[src/rtl/hsm_pkg.sv]
`timescale 1ns/1ps
package hsm_pkg;

  typedef enum logic [1:0] {
    ST_IDLE   = 2'd0,
    ST_SETUP  = 2'd1,
    ST_STROBE = 2'd2,
    ST_HOLD   = 2'd3
  } hsmState_t;

  // strobes from control to datapath
  typedef struct packed {
    logic loadCmd;
    logic strobeLow;
    logic driveData;
    logic captureRd;
    logic rspPulse;
  } hsmCtl_t;

  function automatic int ceilDiv(input int num, input int den);
    return (num + den - 1) / den;
  endfunction

  function automatic int atLeast(input int v, input int lo);
    return (v < lo) ? lo : v;
  endfunction

endpackage

[src/rtl/hsm_ctrl.sv]
`timescale 1ns/1ps
module hsm_ctrl
  import hsm_pkg::*;
#(
  parameter int SETUP_CYC  = 2,
  parameter int HOLD_CYC   = 2,
  parameter int PULSE_SLOW = 28,
  parameter int PULSE_FAST = 7,
  parameter int REC_SLOW   = 53,
  parameter int REC_FAST   = 11,
  parameter int CNT_W      = 6
) (
  input  logic    clk,
  input  logic    rstN,
  input  logic    cmdValid,
  input  logic    cmdWrite,
  input  logic    bootDone,
  output logic    cmdReady,
  output hsmCtl_t ctl
);

  localparam logic [CNT_W-1:0] SETUP_LD = CNT_W'(SETUP_CYC - 1);
  localparam logic [CNT_W-1:0] HOLD_LD  = CNT_W'(HOLD_CYC - 1);
  localparam logic [CNT_W-1:0] PSLOW_LD = CNT_W'(PULSE_SLOW - 1);
  localparam logic [CNT_W-1:0] PFAST_LD = CNT_W'(PULSE_FAST - 1);
  localparam logic [CNT_W-1:0] RSLOW_LD = CNT_W'(REC_SLOW);
  localparam logic [CNT_W-1:0] RFAST_LD = CNT_W'(REC_FAST);

  hsmState_t        state;
  logic [CNT_W-1:0] phaseCnt;
  logic [CNT_W-1:0] recCnt;
  logic             fastSel;
  logic             isWrite;
  logic             accept;
  logic             phaseDone;

  assign cmdReady  = (state == ST_IDLE) && (recCnt == '0);
  assign accept    = cmdReady && cmdValid;
  assign phaseDone = (phaseCnt == '0);

  always_ff @(posedge clk or negedge rstN) begin
    if (!rstN) begin
      state    <= ST_IDLE;
      phaseCnt <= '0;
      recCnt   <= '0;
      fastSel  <= 1'b0;
      isWrite  <= 1'b0;
    end else begin
      if (recCnt != '0) recCnt <= recCnt - 1'b1;
      case (state)
        ST_IDLE: if (accept) begin
          state    <= ST_SETUP;
          phaseCnt <= SETUP_LD;
          fastSel  <= bootDone;
          isWrite  <= cmdWrite;
        end
        ST_SETUP: if (phaseDone) begin
          state    <= ST_STROBE;
          phaseCnt <= fastSel ? PFAST_LD : PSLOW_LD;
        end else begin
          phaseCnt <= phaseCnt - 1'b1;
        end
        ST_STROBE: if (phaseDone) begin
          state    <= ST_HOLD;
          phaseCnt <= HOLD_LD;
          recCnt   <= fastSel ? RFAST_LD : RSLOW_LD;
        end else begin
          phaseCnt <= phaseCnt - 1'b1;
        end
        default: if (phaseDone) begin
          state <= ST_IDLE;
        end else begin
          phaseCnt <= phaseCnt - 1'b1;
        end
      endcase
    end
  end

  always_comb begin
    ctl.loadCmd   = accept;
    ctl.strobeLow = (state == ST_STROBE);
    ctl.driveData = isWrite && (state != ST_IDLE);
    ctl.captureRd = (state == ST_STROBE) && !isWrite && (phaseCnt == CNT_W'(1));
    ctl.rspPulse  = (state == ST_HOLD) && phaseDone;
  end

endmodule

[src/rtl/hsm_datapath.sv]
`timescale 1ns/1ps
module hsm_datapath
  import hsm_pkg::*;
#(
  parameter int ADDR_W = 8,
  parameter int DATA_W = 16
) (
  input  logic              clk,
  input  logic              rstN,
  input  hsmCtl_t           ctl,
  input  logic              cmdWrite,
  input  logic [ADDR_W-1:0] cmdAddr,
  input  logic [DATA_W-1:0] cmdWdata,
  input  logic [DATA_W-1:0] busDataIn,
  output logic              busCsN,
  output logic              busDsN,
  output logic              busRw,
  output logic [ADDR_W-1:0] busAddr,
  output logic [DATA_W-1:0] busDataOut,
  output logic              busDataOe,
  output logic              rspValid,
  output logic [DATA_W-1:0] rspRdata
);

  logic [ADDR_W-1:0] addrQ;
  logic [DATA_W-1:0] wdataQ;
  logic [DATA_W-1:0] rdataQ;
  logic              rwQ;
  logic              rspQ;

  always_ff @(posedge clk or negedge rstN) begin
    if (!rstN) begin
      addrQ  <= '0;
      wdataQ <= '0;
      rdataQ <= '0;
      rwQ    <= 1'b1;
      rspQ   <= 1'b0;
    end else begin
      rspQ <= ctl.rspPulse;
      if (ctl.loadCmd) begin
        addrQ  <= cmdAddr;
        wdataQ <= cmdWdata;
        rwQ    <= !cmdWrite;
      end
      if (ctl.captureRd) rdataQ <= busDataIn;
    end
  end

  assign busCsN     = !ctl.strobeLow;
  assign busDsN     = !ctl.strobeLow;
  assign busRw      = rwQ;
  assign busAddr    = addrQ;
  assign busDataOut = wdataQ;
  assign busDataOe  = ctl.driveData;
  assign rspValid   = rspQ;
  assign rspRdata   = rdataQ;

endmodule

[src/rtl/host_strobe_master.sv]
`timescale 1ns/1ps
module host_strobe_master
  import hsm_pkg::*;
#(
  parameter int ADDR_W        = 8,
  parameter int DATA_W        = 16,
  parameter int CLK_PS        = 4000,
  parameter int SLOW_DCLK_PS  = 100000,
  parameter int FAST_DCLK_PS  = 15400,
  parameter int MARGIN_PS     = 10000,
  parameter int ADDR_SETUP_PS = 5000,
  parameter int HOLD_PS       = 5000,
  parameter int RD_VALID_PS   = 21000
) (
  input  logic              clk,
  input  logic              rstN,
  input  logic              bootDone,
  input  logic              cmdValid,
  output logic              cmdReady,
  input  logic              cmdWrite,
  input  logic [ADDR_W-1:0] cmdAddr,
  input  logic [DATA_W-1:0] cmdWdata,
  output logic              rspValid,
  output logic [DATA_W-1:0] rspRdata,
  output logic              busCsN,
  output logic              busDsN,
  output logic              busRw,
  output logic [ADDR_W-1:0] busAddr,
  output logic [DATA_W-1:0] busDataOut,
  output logic              busDataOe,
  input  logic [DATA_W-1:0] busDataIn
);

  localparam int SETUP_CYC  = atLeast(ceilDiv(ADDR_SETUP_PS, CLK_PS), 1);
  localparam int HOLD_CYC   = atLeast(ceilDiv(HOLD_PS, CLK_PS), 1);
  localparam int RD_MIN     = atLeast(ceilDiv(RD_VALID_PS, CLK_PS) + 1, 2);
  localparam int PULSE_SLOW = atLeast(ceilDiv(SLOW_DCLK_PS + MARGIN_PS, CLK_PS), RD_MIN);
  localparam int PULSE_FAST = atLeast(ceilDiv(FAST_DCLK_PS + MARGIN_PS, CLK_PS), RD_MIN);
  localparam int REC_SLOW   = atLeast(ceilDiv(2 * SLOW_DCLK_PS + MARGIN_PS, CLK_PS), HOLD_CYC);
  localparam int REC_FAST   = atLeast(ceilDiv(2 * FAST_DCLK_PS + MARGIN_PS, CLK_PS), HOLD_CYC);
  localparam int CNT_MAX    = atLeast(atLeast(REC_SLOW, REC_FAST), atLeast(PULSE_SLOW, PULSE_FAST));
  localparam int CNT_W      = $clog2(CNT_MAX + 1);

  hsmCtl_t ctl;

  hsm_ctrl #(
    .SETUP_CYC (SETUP_CYC),
    .HOLD_CYC  (HOLD_CYC),
    .PULSE_SLOW(PULSE_SLOW),
    .PULSE_FAST(PULSE_FAST),
    .REC_SLOW  (REC_SLOW),
    .REC_FAST  (REC_FAST),
    .CNT_W     (CNT_W)
  ) uCtrl (
    .clk     (clk),
    .rstN    (rstN),
    .cmdValid(cmdValid),
    .cmdWrite(cmdWrite),
    .bootDone(bootDone),
    .cmdReady(cmdReady),
    .ctl     (ctl)
  );

  hsm_datapath #(
    .ADDR_W(ADDR_W),
    .DATA_W(DATA_W)
  ) uData (
    .clk       (clk),
    .rstN      (rstN),
    .ctl       (ctl),
    .cmdWrite  (cmdWrite),
    .cmdAddr   (cmdAddr),
    .cmdWdata  (cmdWdata),
    .busDataIn (busDataIn),
    .busCsN    (busCsN),
    .busDsN    (busDsN),
    .busRw     (busRw),
    .busAddr   (busAddr),
    .busDataOut(busDataOut),
    .busDataOe (busDataOe),
    .rspValid  (rspValid),
    .rspRdata  (rspRdata)
  );

endmodule

[config.mk]
export PLATFORM = sky130hd
export DESIGN_NAME = host_strobe_master
export DESIGN_NICKNAME = d
export VERILOG_FILES = /design/src/rtl/hsm_pkg.sv /design/src/rtl/hsm_ctrl.sv /design/src/rtl/hsm_datapath.sv /design/src/rtl/host_strobe_master.sv
export SDC_FILE = /design/constraint.sdc
export NUM_CORES = 1
export LEC_CHECK = 0
export BUFFER_PORTS_ARGS = -buffer_cell sky130_fd_sc_hd__buf_2
export CORE_MARGIN = 5
export CORE_UTILIZATION = 52
export CTS_BUF_LIST = sky130_fd_sc_hd__clkbuf_8
export DETAILED_ROUTE_END_ITERATION = 8
export PLACE_DENSITY = 0.91
export SYNTH_ARGS = -nofsm -noshare
export SYNTH_HDL_FRONTEND = slang
export SYNTH_SLANG_ARGS = --single-unit
[constraint.sdc]
create_clock -name clk -period 2.1 [get_ports clk]
set_input_delay 0.42 -clock clk [delete_from_list [all_inputs] [get_ports clk]]
set_output_delay 0.42 -clock clk [all_outputs]
set_load 0.05 [all_outputs]
==> impl_results.md <==
- DR WL/cell: 16.05 µm
- H-tree levels: 3
- Crit-path leading delay family: buffers and inverters
- Core area: 0.005172 mm²
- Hpwl dp: 4.568 mm
- Clock transition at path regs: 70 ps
- Final-report hold violation count: 0
- Yosys warnings: 0
- Residual DRC: 0
- Max stage delay on crit path: 440 ps
- Top cells by area, synth: dfrtp_1 (51%), mux2_4 (10%), mux2_2 (9.7%)
- Top-count cell post-synth: dfrtp_1
- WS Path Type: reg2out
- Status: complete, no violations
- Worst hold slack: 69.50 ps
- DRT Wirelength: 6.242 mm
- Die width: 83.29 µm
- Syn Inst Count: 214
- Final setup violating endpoints: 0
- DR vias: 2035
- Via density: 5.231
- Crit path time final: 2053 ps
- Clock buffer depth: 2
- Worst Hold Class: in2async
- Main synth FF type: dfrtp_1
- Syn_nets: 269
- CTS tree: yes
- CP most frequent cell: inv_1
- First-pass GRT wire length: 10.14 mm
- I/O pin cnt: 91
- EDFF count, synth: 0
- NumNets Final: 370
- Largest net degree at the start of global routing: 59
- Initial antenna violation count: 0
- Cell area after synthesis: 0.002793 mm²
- Startpoint types: register
- Yosys cell types: 47
- CP Buf/Inv Count: 3
- Gr usage total: 0.1831
- Synth Area per Inst: 13.05 µm²
- Worst path cell trace: inv_1 > ha_4 > inv_1 > nor2_1 > clkbuf_4
- Initial DRC count: 167
- RePlAce Congestion: 0.9926
- Clock Latency Late Sink: 330 ps
- CTS hold repair buffers: 0
- Die area: 0.006936 mm²
- CP Data Required Time: 1680 ps
- Worst Setup End Kind: output port
- Row count: 26
- Max-slew violation count: 0
- Diode count: 0
- Fmax: 487.2 MHz
- CTS Buf Count: 9
- Synth async-reset ratio: 1.000
- Max_slew headroom: 0.6972
- Yosys reg bits: 58
- Clock root buffer: clkbuf_8
- Critical-path maximum fanout: 6
- Total gr overflow: 0
- PnR worst setup slack: 47.29 ps
- Skew final: 10.33 ps
- Die outline height: 83.29 µm
- Worst path slowest cell: dfrtp_1
- Worst-margin pin slew: 454.3 ps
- Post-synth top area share: 0.5108
- Post-route ant nets: 0
- Post-synth top cells: dfrtp_1 (57), mux2_2 (24), mux2_4 (19)
- Synth area leader: dfrtp_1
- Share of cells above drive strength 1: 0.5204
- Sequential share of the synthesized area: 0.5202
- Input/output buffers: 90
- Max_cap viols: 0
- DR pass1 iterations: 6
- Final Cycle Share: 0.9775
- # clock sinks: 58
- Worst path arrival time: 1630 ps
- Initial Util: 0.5399
- P&R area growth vs syn: 28.99%
- Vias in the first global route: 2203
- Pre-CTS WS: 185.7 ps
==> layout make-up <==
type                            count  area, µm²
Fill cell                         384       1570
Inverter                           13      48.80
Sequential cell                    58       1453
Clock inverter                      4      75.07
Multi-Input combinational cell    137       1276
Timing Repair Buffer               96      510.5
Tap cell                           70      87.58
Clock buffer                       11      151.4
==> logic make-up (layout without fill, tap and decap cells) <==
kind of cell | count (synthesis) | after routing | synth area share
AO/OA/AOI/OAI | 34 | 34 | 0.08647
flip-flops | 58 | 58 | 0.5202
AND/OR/NAND/NOR | 44 | 44 | 0.09767
XOR/XNOR | 5 | 5 | 0.01568
buffers and inverters | 19 | 124 | 0.03270
adder cells (fa/ha/maj) | 10 | 10 | 0.04480
multiplexers | 44 | 44 | 0.2025
==> state kept, by name, indices dropped and copies added (netlist names) <==
signal / flops
uCtrl.phaseCnt: 6
uCtrl.recCnt: 6
uData.busDataOut: 16
uCtrl.state: 2
uData.rspRdata: 16
uCtrl.isWrite: 1
uCtrl.fastSel: 1
uData.busRw: 1
uData.rspValid: 1
uData.busAddr: 8
==> worst paths after layout <==
path	start	end	slack, ps	cells past startpoint
min	rstN	uCtrl.recCnt[1]	70	2
max	uCtrl.state[0]	cmdReady	50	5
max reg2reg	uCtrl.state[0]	uData.rspRdata[15]	190	6
min reg2reg	uData.busRw	uData.busRw	480	2
max in group asynchronous	rstN	uData.busRw	1720	2
min in group clk	cmdWrite	uData.busRw	270	2
==> layout by cell type, fill, tap and decap left out, types with 3 or more instances in the layout <==
cell type,instances
buf_4,5
nand3_1,3
nor3_1,4
inv_1,13
mux2_2,24
nand2b_1,3
dfrtp_1,57
o31ai_1,3
nor2_1,4
a31oi_1,4
xnor2_1,3
mux2_4,19
o21ai_0,5
buf_2,89
clkbuf_8,11
or3_1,3
o22ai_1,4
a21oi_1,3
o211ai_1,4
nand2_1,13
ha_1,8
==> layer usage <==
layer	share of wire	GRT usage	vias up
li1	-	-	972
met1	0.39	0.2050	966
met2	0.51	0.3185	87
met3	0.077	0.06535	10
met4	0.018	0.06835	0
met5	0	0	-
==> what timing repair did <==
action,CTS,global route
buffers inserted,1,0
gates resized for setup,2,4
gates cloned,0,0
pin swaps,1,0
setup endpoints to repair,1,2
==> metrics by stage <==
step	util	cells	setup TNS [ps]	area, µm²
after global placement	0.6454	373	0	3338
after detailed placement	0.6454	373	0	3338
after floorplan	-	214	0	2793
after global routing	0.6964	389	-47.72	3602
after CTS	0.6916	389	0	3577
final	0.6964	389	0	3602
Power is left out: the tool's default activity adds up to more than one toggle a clock period on the data nets, which glitch-free logic cannot reach.
